==> config.mk <==
export PLATFORM = sky130hd
export DESIGN_NAME = iw_dword_window
export DESIGN_NICKNAME = d
export VERILOG_FILES = /design/src/rtl/iw_pkg.sv /design/src/rtl/iw_decode.sv /design/src/rtl/iw_range.sv /design/src/rtl/iw_ctrl.sv /design/src/rtl/iw_dword_window.sv
export SDC_FILE = /design/constraint.sdc
export NUM_CORES = 1
export LEC_CHECK = 0
export BUFFER_PORTS_ARGS = -buffer_cell sky130_fd_sc_hd__buf_2
export CORE_MARGIN = 3
export CORE_UTILIZATION = 44
export CTS_CLUSTER_SIZE = 25
export DETAILED_ROUTE_END_ITERATION = 16
export PLACE_DENSITY = 0.81
export SLEW_MARGIN = 20
export SYNTH_ARGS = -nofsm -noshare
export SYNTH_HDL_FRONTEND = slang
export SYNTH_SLANG_ARGS = --single-unit
==> constraint.sdc <==
create_clock -name clk -period 1.75 [get_ports clk]
set_input_delay 0.175 -clock clk [delete_from_list [all_inputs] [get_ports clk]]
set_output_delay 0.175 -clock clk [all_outputs]
set_load 0.01 [all_outputs]
==> src/rtl/iw_pkg.sv <==
package iw_pkg;

    typedef enum logic [0:0] {
        ST_IDLE    = 1'b0,
        ST_REFRESH = 1'b1
    } iw_state_e;

    localparam int unsigned BYTES_PER_DW = 4;
    localparam int unsigned SEL_LANE     = 2;

endpackage

==> src/rtl/iw_decode.sv <==
module iw_decode #(
    parameter int unsigned DW_W    = 6,
    parameter int unsigned BASE_DW = 16
) (
    input  logic            wr_en,
    input  logic [DW_W-1:0] wr_dw,
    input  logic [3:0]      be,
    input  logic [DW_W-1:0] rd_dw,
    output logic            wr_sel_dw,
    output logic            wr_data_dw,
    output logic            touch,
    output logic            rd_sel_dw,
    output logic            rd_data_dw
);
    localparam logic [DW_W-1:0] SEL_DW  = DW_W'(BASE_DW);
    localparam logic [DW_W-1:0] DATA_DW = DW_W'(BASE_DW + 1);

    logic any_be;

    always_comb begin
        any_be     = |be;
        wr_sel_dw  = wr_en && any_be && (wr_dw == SEL_DW);
        wr_data_dw = wr_en && any_be && (wr_dw == DATA_DW);
        touch      = wr_sel_dw || wr_data_dw;
        rd_sel_dw  = (rd_dw == SEL_DW);
        rd_data_dw = (rd_dw == DATA_DW);
    end
endmodule

==> src/rtl/iw_range.sv <==
module iw_range #(
    parameter int unsigned SEL_W    = 8,
    parameter int unsigned RF_BYTES = 64
) (
    input  logic [SEL_W-1:0] sel,
    output logic [SEL_W+1:0] byte_addr,
    output logic             in_range
);
    always_comb begin
        byte_addr = {sel, 2'b00};
        in_range  = 32'(byte_addr) < 32'(RF_BYTES);
    end
endmodule

==> src/rtl/iw_ctrl.sv <==
module iw_ctrl
    import iw_pkg::*;
(
    input  logic clk,
    input  logic rst_n,
    input  logic touch,
    output logic refreshing
);
    iw_state_e state_q;
    iw_state_e state_d;

    always_ff @(posedge clk) begin
        if (!rst_n) begin
            state_q <= ST_REFRESH;
        end else begin
            state_q <= state_d;
        end
    end

    always_comb begin
        state_d = ST_IDLE;
        unique case (state_q)
            ST_IDLE:    state_d = touch ? ST_REFRESH : ST_IDLE;
            ST_REFRESH: state_d = touch ? ST_REFRESH : ST_IDLE;
            default:    state_d = ST_REFRESH;
        endcase
    end

    always_comb begin
        refreshing = (state_q == ST_REFRESH);
    end
endmodule

==> src/rtl/iw_dword_window.sv <==
module iw_dword_window
    import iw_pkg::*;
#(
    parameter int unsigned DW_W     = 6,
    parameter int unsigned BASE_DW  = 16,
    parameter int unsigned SEL_W    = 8,
    parameter int unsigned RF_BYTES = 64
) (
    input  logic             clk,
    input  logic             rst_n,
    input  logic             cfg_wr_en,
    input  logic [DW_W-1:0]  cfg_wr_dw,
    input  logic [3:0]       cfg_be,
    input  logic [31:0]      cfg_wdata,
    input  logic [DW_W-1:0]  cfg_rd_dw,
    output logic [31:0]      cfg_rdata,
    output logic             rf_wr_en,
    output logic [SEL_W+1:0] rf_wr_addr,
    output logic [31:0]      rf_wdata,
    output logic             rf_rd_en,
    output logic [SEL_W+1:0] rf_rd_addr,
    input  logic [31:0]      rf_rdata
);
    localparam int unsigned SEL_LO = SEL_LANE * 8;
    localparam int unsigned SEL_HI = SEL_LO + SEL_W - 1;

    logic [SEL_W-1:0] sel_q;
    logic [31:0]      data_q;
    logic             wr_sel_dw;
    logic             wr_data_dw;
    logic             touch;
    logic             rd_sel_dw;
    logic             rd_data_dw;
    logic             refreshing;
    logic [SEL_W+1:0] byte_addr;
    logic             in_range;
    logic [31:0]      fresh;
    logic [31:0]      merge_base;
    logic [31:0]      merged;

    iw_decode #(.DW_W(DW_W), .BASE_DW(BASE_DW)) u_decode (
        .wr_en      (cfg_wr_en),
        .wr_dw      (cfg_wr_dw),
        .be         (cfg_be),
        .rd_dw      (cfg_rd_dw),
        .wr_sel_dw  (wr_sel_dw),
        .wr_data_dw (wr_data_dw),
        .touch      (touch),
        .rd_sel_dw  (rd_sel_dw),
        .rd_data_dw (rd_data_dw)
    );

    iw_range #(.SEL_W(SEL_W), .RF_BYTES(RF_BYTES)) u_range (
        .sel       (sel_q),
        .byte_addr (byte_addr),
        .in_range  (in_range)
    );

    iw_ctrl u_ctrl (
        .clk        (clk),
        .rst_n      (rst_n),
        .touch      (touch),
        .refreshing (refreshing)
    );

    // Out-of-range reads are forced to zero regardless of the file's answer.
    always_comb begin
        fresh      = in_range ? rf_rdata : 32'h0;
        merge_base = refreshing ? fresh : data_q;
    end

    for (genvar b = 0; b < 4; b++) begin : g_lane
        assign merged[b*8 +: 8] = cfg_be[b] ? cfg_wdata[b*8 +: 8] : merge_base[b*8 +: 8];
    end

    always_ff @(posedge clk) begin
        if (!rst_n) begin
            sel_q <= '0;
        end else if (wr_sel_dw && cfg_be[SEL_LANE]) begin
            sel_q <= cfg_wdata[SEL_HI:SEL_LO];
        end
    end

    always_ff @(posedge clk) begin
        if (!rst_n) begin
            data_q <= '0;
        end else if (wr_data_dw) begin
            data_q <= merged;
        end else if (refreshing) begin
            data_q <= fresh;
        end
    end

    always_comb begin
        rf_wr_en   = wr_data_dw && in_range;
        rf_wr_addr = byte_addr;
        rf_wdata   = merged;
        rf_rd_en   = refreshing;
        rf_rd_addr = byte_addr;
    end

    always_comb begin
        cfg_rdata = 32'h0;
        if (rd_sel_dw) begin
            cfg_rdata[SEL_HI:SEL_LO] = sel_q;
        end else if (rd_data_dw) begin
            cfg_rdata = data_q;
        end
    end
endmodule

Yosys cells after proc, flatten, opt, wreduce, memory -nomap -nowiden:

Cells that the tools add are included.

* register bits: 41

* magnitude comparators: 1
* equality and inequality tests: 4
* mux-type cells: 12
* reduce and logical (&&, ||, !) cells: 7

Operator list (count)
* 32-bit 2-to-1 mux: 4
* 8-bit 2-to-1 mux: 6
* 6-bit by 5-bit == test with 1-bit output (second input constant): 4
* 16-bit 2-to-1 mux: 1
* 10-bit by 7-bit < comparator with 1-bit output (second input constant): 1
* 1-bit logical AND: 5
* 4-bit OR reduction: 1
* 1-bit logical OR: 1
* 1-bit 2-to-1 mux: 1

Longest topological paths before layout:

* depth after elaboration: 5
* mapped depth: 5
* depth with buffers taken out: 3

Hierarchy:

Synthesis repeated with hierarchy kept, for this count alone.

* cells, all modules: 366
* area, all modules: 3254.4 um^2

Modules (own cells, without submodules)
* iw_dword_window: instances 1, cells each 344, area an instance 3059.2 um^2, sequential area each 800.8 um^2
* iw_range: instances 1, cells each 12, area an instance 91.3 um^2, sequential area each 0.0 um^2
* iw_decode: instances 1, cells each 8, area an instance 77.6 um^2, sequential area each 0.0 um^2
* iw_ctrl: instances 1, cells each 2, area an instance 26.3 um^2, sequential area each 20.0 um^2

Worst setup path before layout:

No wires, ideal clock.

* kind: register to output
* start point: reg u_ctrl.state_q, in the netlist u_ctrl.refreshing
* end point: out rf_wdata[24]
* arrival: 1376 ps
* required time: 1575 ps
* path slack: 199 ps
* cell stages (with the launch flop): 6
* buffers on the path: 3
* cells stage by stage: dfxtp_1 buf_2 buf_2 clkbuf_1 a31oi_1 mux2i_1

* cells in the longest elaborated chain, start to end: 2

RTL lines
* from (decl): line iw_ctrl.sv:9 `iw_state_e state_q;`
* from (signal assigned): line iw_ctrl.sv:16 `state_q <= state_d;`
* 32-bit 2-to-1 mux
* 8-bit 2-to-1 mux: line iw_dword_window.sv:73 `assign merged[b*8 +: 8] = cfg_be[b] ? cfg_wdata[b*8 +: 8] : merge_base[b*8 +: 8];`
* to (decl): line iw_dword_window.sv:19 `output logic [31:0] rf_wdata,`

Every way passes these cells.

Final worst setup path:

* start point: reg sel_q[6]
* end point: out rf_wdata[16]

* cells in the longest elaborated chain, start to end: 4

RTL lines
* from (decl): line iw_dword_window.sv:27 `logic [SEL_W-1:0] sel_q;`
* from (signal assigned): line iw_dword_window.sv:80 `sel_q <= cfg_wdata[SEL_HI:SEL_LO];`
* 10-bit by 7-bit < comparator with 1-bit output: line iw_range.sv:11 `in_range = 32'(byte_addr) < 32'(RF_BYTES);`
* 32-bit 2-to-1 mux: line iw_dword_window.sv:68 `fresh = in_range ? rf_rdata : 32'h0;`
* 32-bit 2-to-1 mux
* 8-bit 2-to-1 mux: line iw_dword_window.sv:73

Every way passes these cells.

==> impl_metrics.xml <==
<?xml version="1.0" encoding="UTF-8"?>
<metrics>
  <group name="layout">
    <metric name="final_design_area_no_fill" unit="um2">3840</metric>
    <metric name="final_net_count" unit="">574</metric>
    <metric name="layout_commonest_cell" unit="">sky130_fd_sc_hd__buf_2</metric>
    <metric name="post_route_cells_drive_above_1_share" unit="">0.409</metric>
    <metric name="fill_cells" unit="">563</metric>
    <metric name="final_core_util" unit="">0.634</metric>
    <metric name="flow.area_growth_from_synthesis" unit="%">35.9</metric>
    <metric name="layout_common_cells" unit="">sky130_fd_sc_hd__buf_2 (164), sky130_fd_sc_hd__mux2i_1 (48), sky130_fd_sc_hd__dfxtp_1 (38)</metric>
    <metric name="num_antenna_cells" unit="">0</metric>
  </group>
  <group name="place">
    <metric name="post_dp_hpwl" unit="um">6530</metric>
    <metric name="cell_area_placed" unit="um2">3640</metric>
    <metric name="gpl.final_weighted_congestion" unit="">0.855</metric>
    <metric name="place.port_buffers" unit="">164</metric>
  </group>
  <group name="floorplan">
    <metric name="floorplan.die_area" unit="um2">7420</metric>
    <metric name="initial_utilization" unit="">0.466</metric>
    <metric name="dieHeight" unit="um">86.2</metric>
    <metric name="die-width" unit="um">86.2</metric>
    <metric name="ioPinCount" unit="">169</metric>
    <metric name="std_cell_rows" unit="">28</metric>
    <metric name="placeableCoreArea" unit="um2">6060</metric>
  </group>
  <group name="yosys">
    <metric name="syn-cell-area" unit="um2">2830</metric>
    <metric name="syn_avg_cell_area" unit="um2">8.31</metric>
    <metric name="netlist_instances" unit="">340</metric>
    <metric name="synth.ff_latch_count" unit="">41</metric>
    <metric name="post-synth-top-area-fraction" unit="">0.290</metric>
    <metric name="netlist-cell-type-count" unit="">33</metric>
    <metric name="post_synth_main_area_contributors" unit="">sky130_fd_sc_hd__dfxtp_1 (29%), sky130_fd_sc_hd__mux2i_1 (17%), sky130_fd_sc_hd__o2bb2ai_1 (7.4%), sky130_fd_sc_hd__nor2b_1 (7.3%), sky130_fd_sc_hd__a31oi_1 (7.1%)</metric>
    <metric name="yosys_warnings" unit="">0</metric>
    <metric name="synth.yosys.seq_area_share" unit="">0.290</metric>
    <metric name="synth.largest_area_cell" unit="">sky130_fd_sc_hd__dfxtp_1</metric>
  </group>
  <group name="clock_tree">
    <metric name="clock_sinks" unit="">41</metric>
    <metric name="max-clock-path-buffers" unit="">2</metric>
    <metric name="tritoncts_clock_tree" unit="">done</metric>
    <metric name="worst_skew_pair_latency" unit="ns">0.28</metric>
    <metric name="clk_transition_reported_paths" unit="ns">0.08</metric>
    <metric name="post_cts_hold_buffer_count" unit="">0</metric>
    <metric name="clock-root-buffer" unit="">sky130_fd_sc_hd__clkbuf_8</metric>
    <metric name="deepest_level_of_the_cts_h_tree" unit="">2</metric>
    <metric name="cts_inserted_buffers" unit="">5</metric>
  </group>
  <group name="worst_setup_path">
    <metric name="critPathRequiredTime" unit="ns">1.57</metric>
    <metric name="worst_path_dominant_cell_family" unit="">buffers and inverters</metric>
    <metric name="setup.worst_path.class" unit="">flip-flop to primary output</metric>
    <metric name="cp_num_buf_inv" unit="">3</metric>
    <metric name="max_stage_delay" unit="ns">0.35</metric>
    <metric name="cp_cell_sequence" unit="">nor4_4 &gt; buf_6 &gt; buf_6 &gt; a31oi_4 &gt; mux2i_1 &gt; buf_2</metric>
    <metric name="critical_path.startpoint_type" unit="">flip-flop</metric>
    <metric name="critical-path-slowest-cell" unit="">sky130_fd_sc_hd__dfxtp_4</metric>
    <metric name="cp-end-kind" unit="">primary output</metric>
    <metric name="crit_path_frequent_cell" unit="">sky130_fd_sc_hd__buf_6</metric>
    <metric name="critPathArrivalTime" unit="ns">1.67</metric>
    <metric name="critical_path.max_fanout" unit="">6</metric>
  </group>
  <group name="sta">
    <metric name="unrepaired_setup_endpoints_after_global_routing" unit="">true</metric>
    <metric name="final_critical_path_setup_slack" unit="ns">-0.0989</metric>
    <metric name="clock.fmax" unit="GHz">0.541</metric>
    <metric name="final-setup-viol-count" unit="">33</metric>
    <metric name="setup-tns-final" unit="ns">-2.12</metric>
    <metric name="finalCriticalPeriod" unit="ns">1.85</metric>
    <metric name="report.final.hold_viol_count" unit="">0</metric>
    <metric name="post-route-period-util" unit="">1.06</metric>
    <metric name="final-max-slew-violation-count" unit="">0</metric>
    <metric name="timing.clock.skew" unit="ns">0.00374</metric>
  </group>
  <group name="power">
    <metric name="worst_ir_drop_vdd" unit="mV">0.408</metric>
    <metric name="pd_cells" unit="nW/um2">571</metric>
    <metric name="report.power.total" unit="mW">2.19</metric>
    <metric name="static-leakage-power" unit="nW">2.05</metric>
  </group>
  <group name="global_routing">
    <metric name="grt_max_degree" unit="">44</metric>
    <metric name="antenna_violations_before_repair" unit="">0</metric>
    <metric name="grt_usage" unit="">0.228</metric>
    <metric name="grt_pass1_wl" unit="um">13500</metric>
    <metric name="grt_overflow" unit="">0</metric>
    <metric name="via_count_of_the_first_global_routing_pass" unit="">2830</metric>
  </group>
  <group name="drt">
    <metric name="via_per_inst" unit="">5.26</metric>
    <metric name="detailedRoute.firstPassIterationCount" unit="">4</metric>
    <metric name="routed_wl" unit="um">8690</metric>
    <metric name="vias" unit="">2984</metric>
    <metric name="drc_errors" unit="">0</metric>
    <metric name="postRouteAntennaNets" unit="">0</metric>
    <metric name="drt_iter0_markers" unit="">151</metric>
    <metric name="wl_per_cell" unit="um">15.3</metric>
  </group>
  <group name="job">
    <metric name="drv_cap" unit="">0</metric>
  </group>
  <group name="hold_path">
    <metric name="holdCritPathClass" unit="">primary input to flip-flop</metric>
  </group>
  <group name="run_status">
    <metric name="status" unit="">finished, violations left</metric>
    <metric name="failed_checks" unit="">negative setup slack</metric>
  </group>
</metrics>
[Yosys cell counts, drive strengths merged]
cell type  instances
a21oi              8
a31oi             32
and2              24
and3               3
and4b              1
buf               29
clkbuf            10
conb               1
dfxtp             41
inv               33
mux2i             48
nand2             18
nand2b             1
nand4b             5
nor2               8
nor2b             33
nor3               1
nor4               3
nor4b              1
o21ai              4
o2bb2ai           24
o31ai              8
or2                2
or3                1
or4b               1
[kinds of logic after synthesis]
family | count (synthesis) | share of synthesized area
AOI/OAI and AO/OA | 76 | 0.196
and+or+nand+nor | 102 | 0.219
other | 1 | 0.00133
muxes | 48 | 0.170
buffers and inverters | 72 | 0.124
DFF | 41 | 0.290
[metal layers]
metal / wire length (um) / track usage / part of all wire
met5: 0 / 0 / 0
met4: 146 / 0.0619 / 0.017
met3: 692 / 0.0451 / 0.080
met2: 4340 / 0.406 / 0.50
met1: 3520 / 0.278 / 0.40
[through the flow]
stage | cells | hold WS (ns) | worst slack [ns]
floorplan | 343 | 0.292 | 0.199
global placement | 554 | 0.400 | 0.166
detailed placement | 554 | 0.398 | 0.143
CTS | 567 | 0.0983 | -0.0830
global route | 567 | 0.0938 | -0.221
finish | 567 | 0.110 | -0.0989
[flip-flops by register name, indices dropped and copies added, names as in the netlist]
| signal | flops |
|---|---|
| u_ctrl.refreshing | 1 |
| data_q | 32 |
| sel_q | 8 |
[area by class of cell]
| type | count | area, um2 | share of cell area |
|---|---|---|---|
| clock buffers | 7 | 96.3 | 0.0251 |
| clock inverters | 1 | 5.00 | 0.00130 |
| inverters | 33 | 124 | 0.0322 |
| multi-input cells | 230 | 1710 | 0.445 |
| flip-flops and latches | 41 | 827 | 0.215 |
| well taps | 75 | 93.8 | 0.0244 |
| repair buffers | 180 | 985 | 0.256 |
[repair_timing]
item                                    in CTS  in global routing
hold endpoints to repair                     0                  0
buffers inserted                             3                  0
resized for setup                           11                  4
gates cloned                                 2                  0
endpoints found under the setup margin      33                 33
pin swaps                                    2                  0
[report_power, final]
| part | leakage (nW) | total [mW] | switching, mW | internal (mW) |
|---|---|---|---|---|
| Clock | 0.0542 | 0.670 | 0.313 | 0.357 |
| Combinational | 1.66 | 0.530 | 0.283 | 0.247 |
| Sequential | 0.338 | 0.994 | 0.0187 | 0.976 |
| Total | 2.05 | 2.19 | 0.615 | 1.58 |
[worst register-to-register path, delay by kind of cell, from the launching register on]
family,cells,cell delay (ns)
DFF,1,0.35
and+or+nand+nor,1,0.29
AOI/OAI and AO/OA,2,0.19
buffers and inverters,3,0.46
[final timing paths]
| check | from | endpoint | slack, ns | cells past startpoint |
|---|---|---|---|---|
| worst max-delay path | sel_q[6]$_SDFFE_PN0P_ | rf_wdata[16] | -0.1 | 6 |
| worst min-delay path | cfg_wdata[14] | data_q[14]$_SDFF_PN0_ | 0.11 | 2 |
| worst max register to register | sel_q[6]$_SDFFE_PN0P_ | data_q[16]$_SDFF_PN0_ | 0.40 | 6 |
| worst min register to register | sel_q[1]$_SDFFE_PN0P_ | sel_q[1]$_SDFFE_PN0P_ | 0.50 | 2 |
Note: power is estimated with default switching activity, not from simulation.
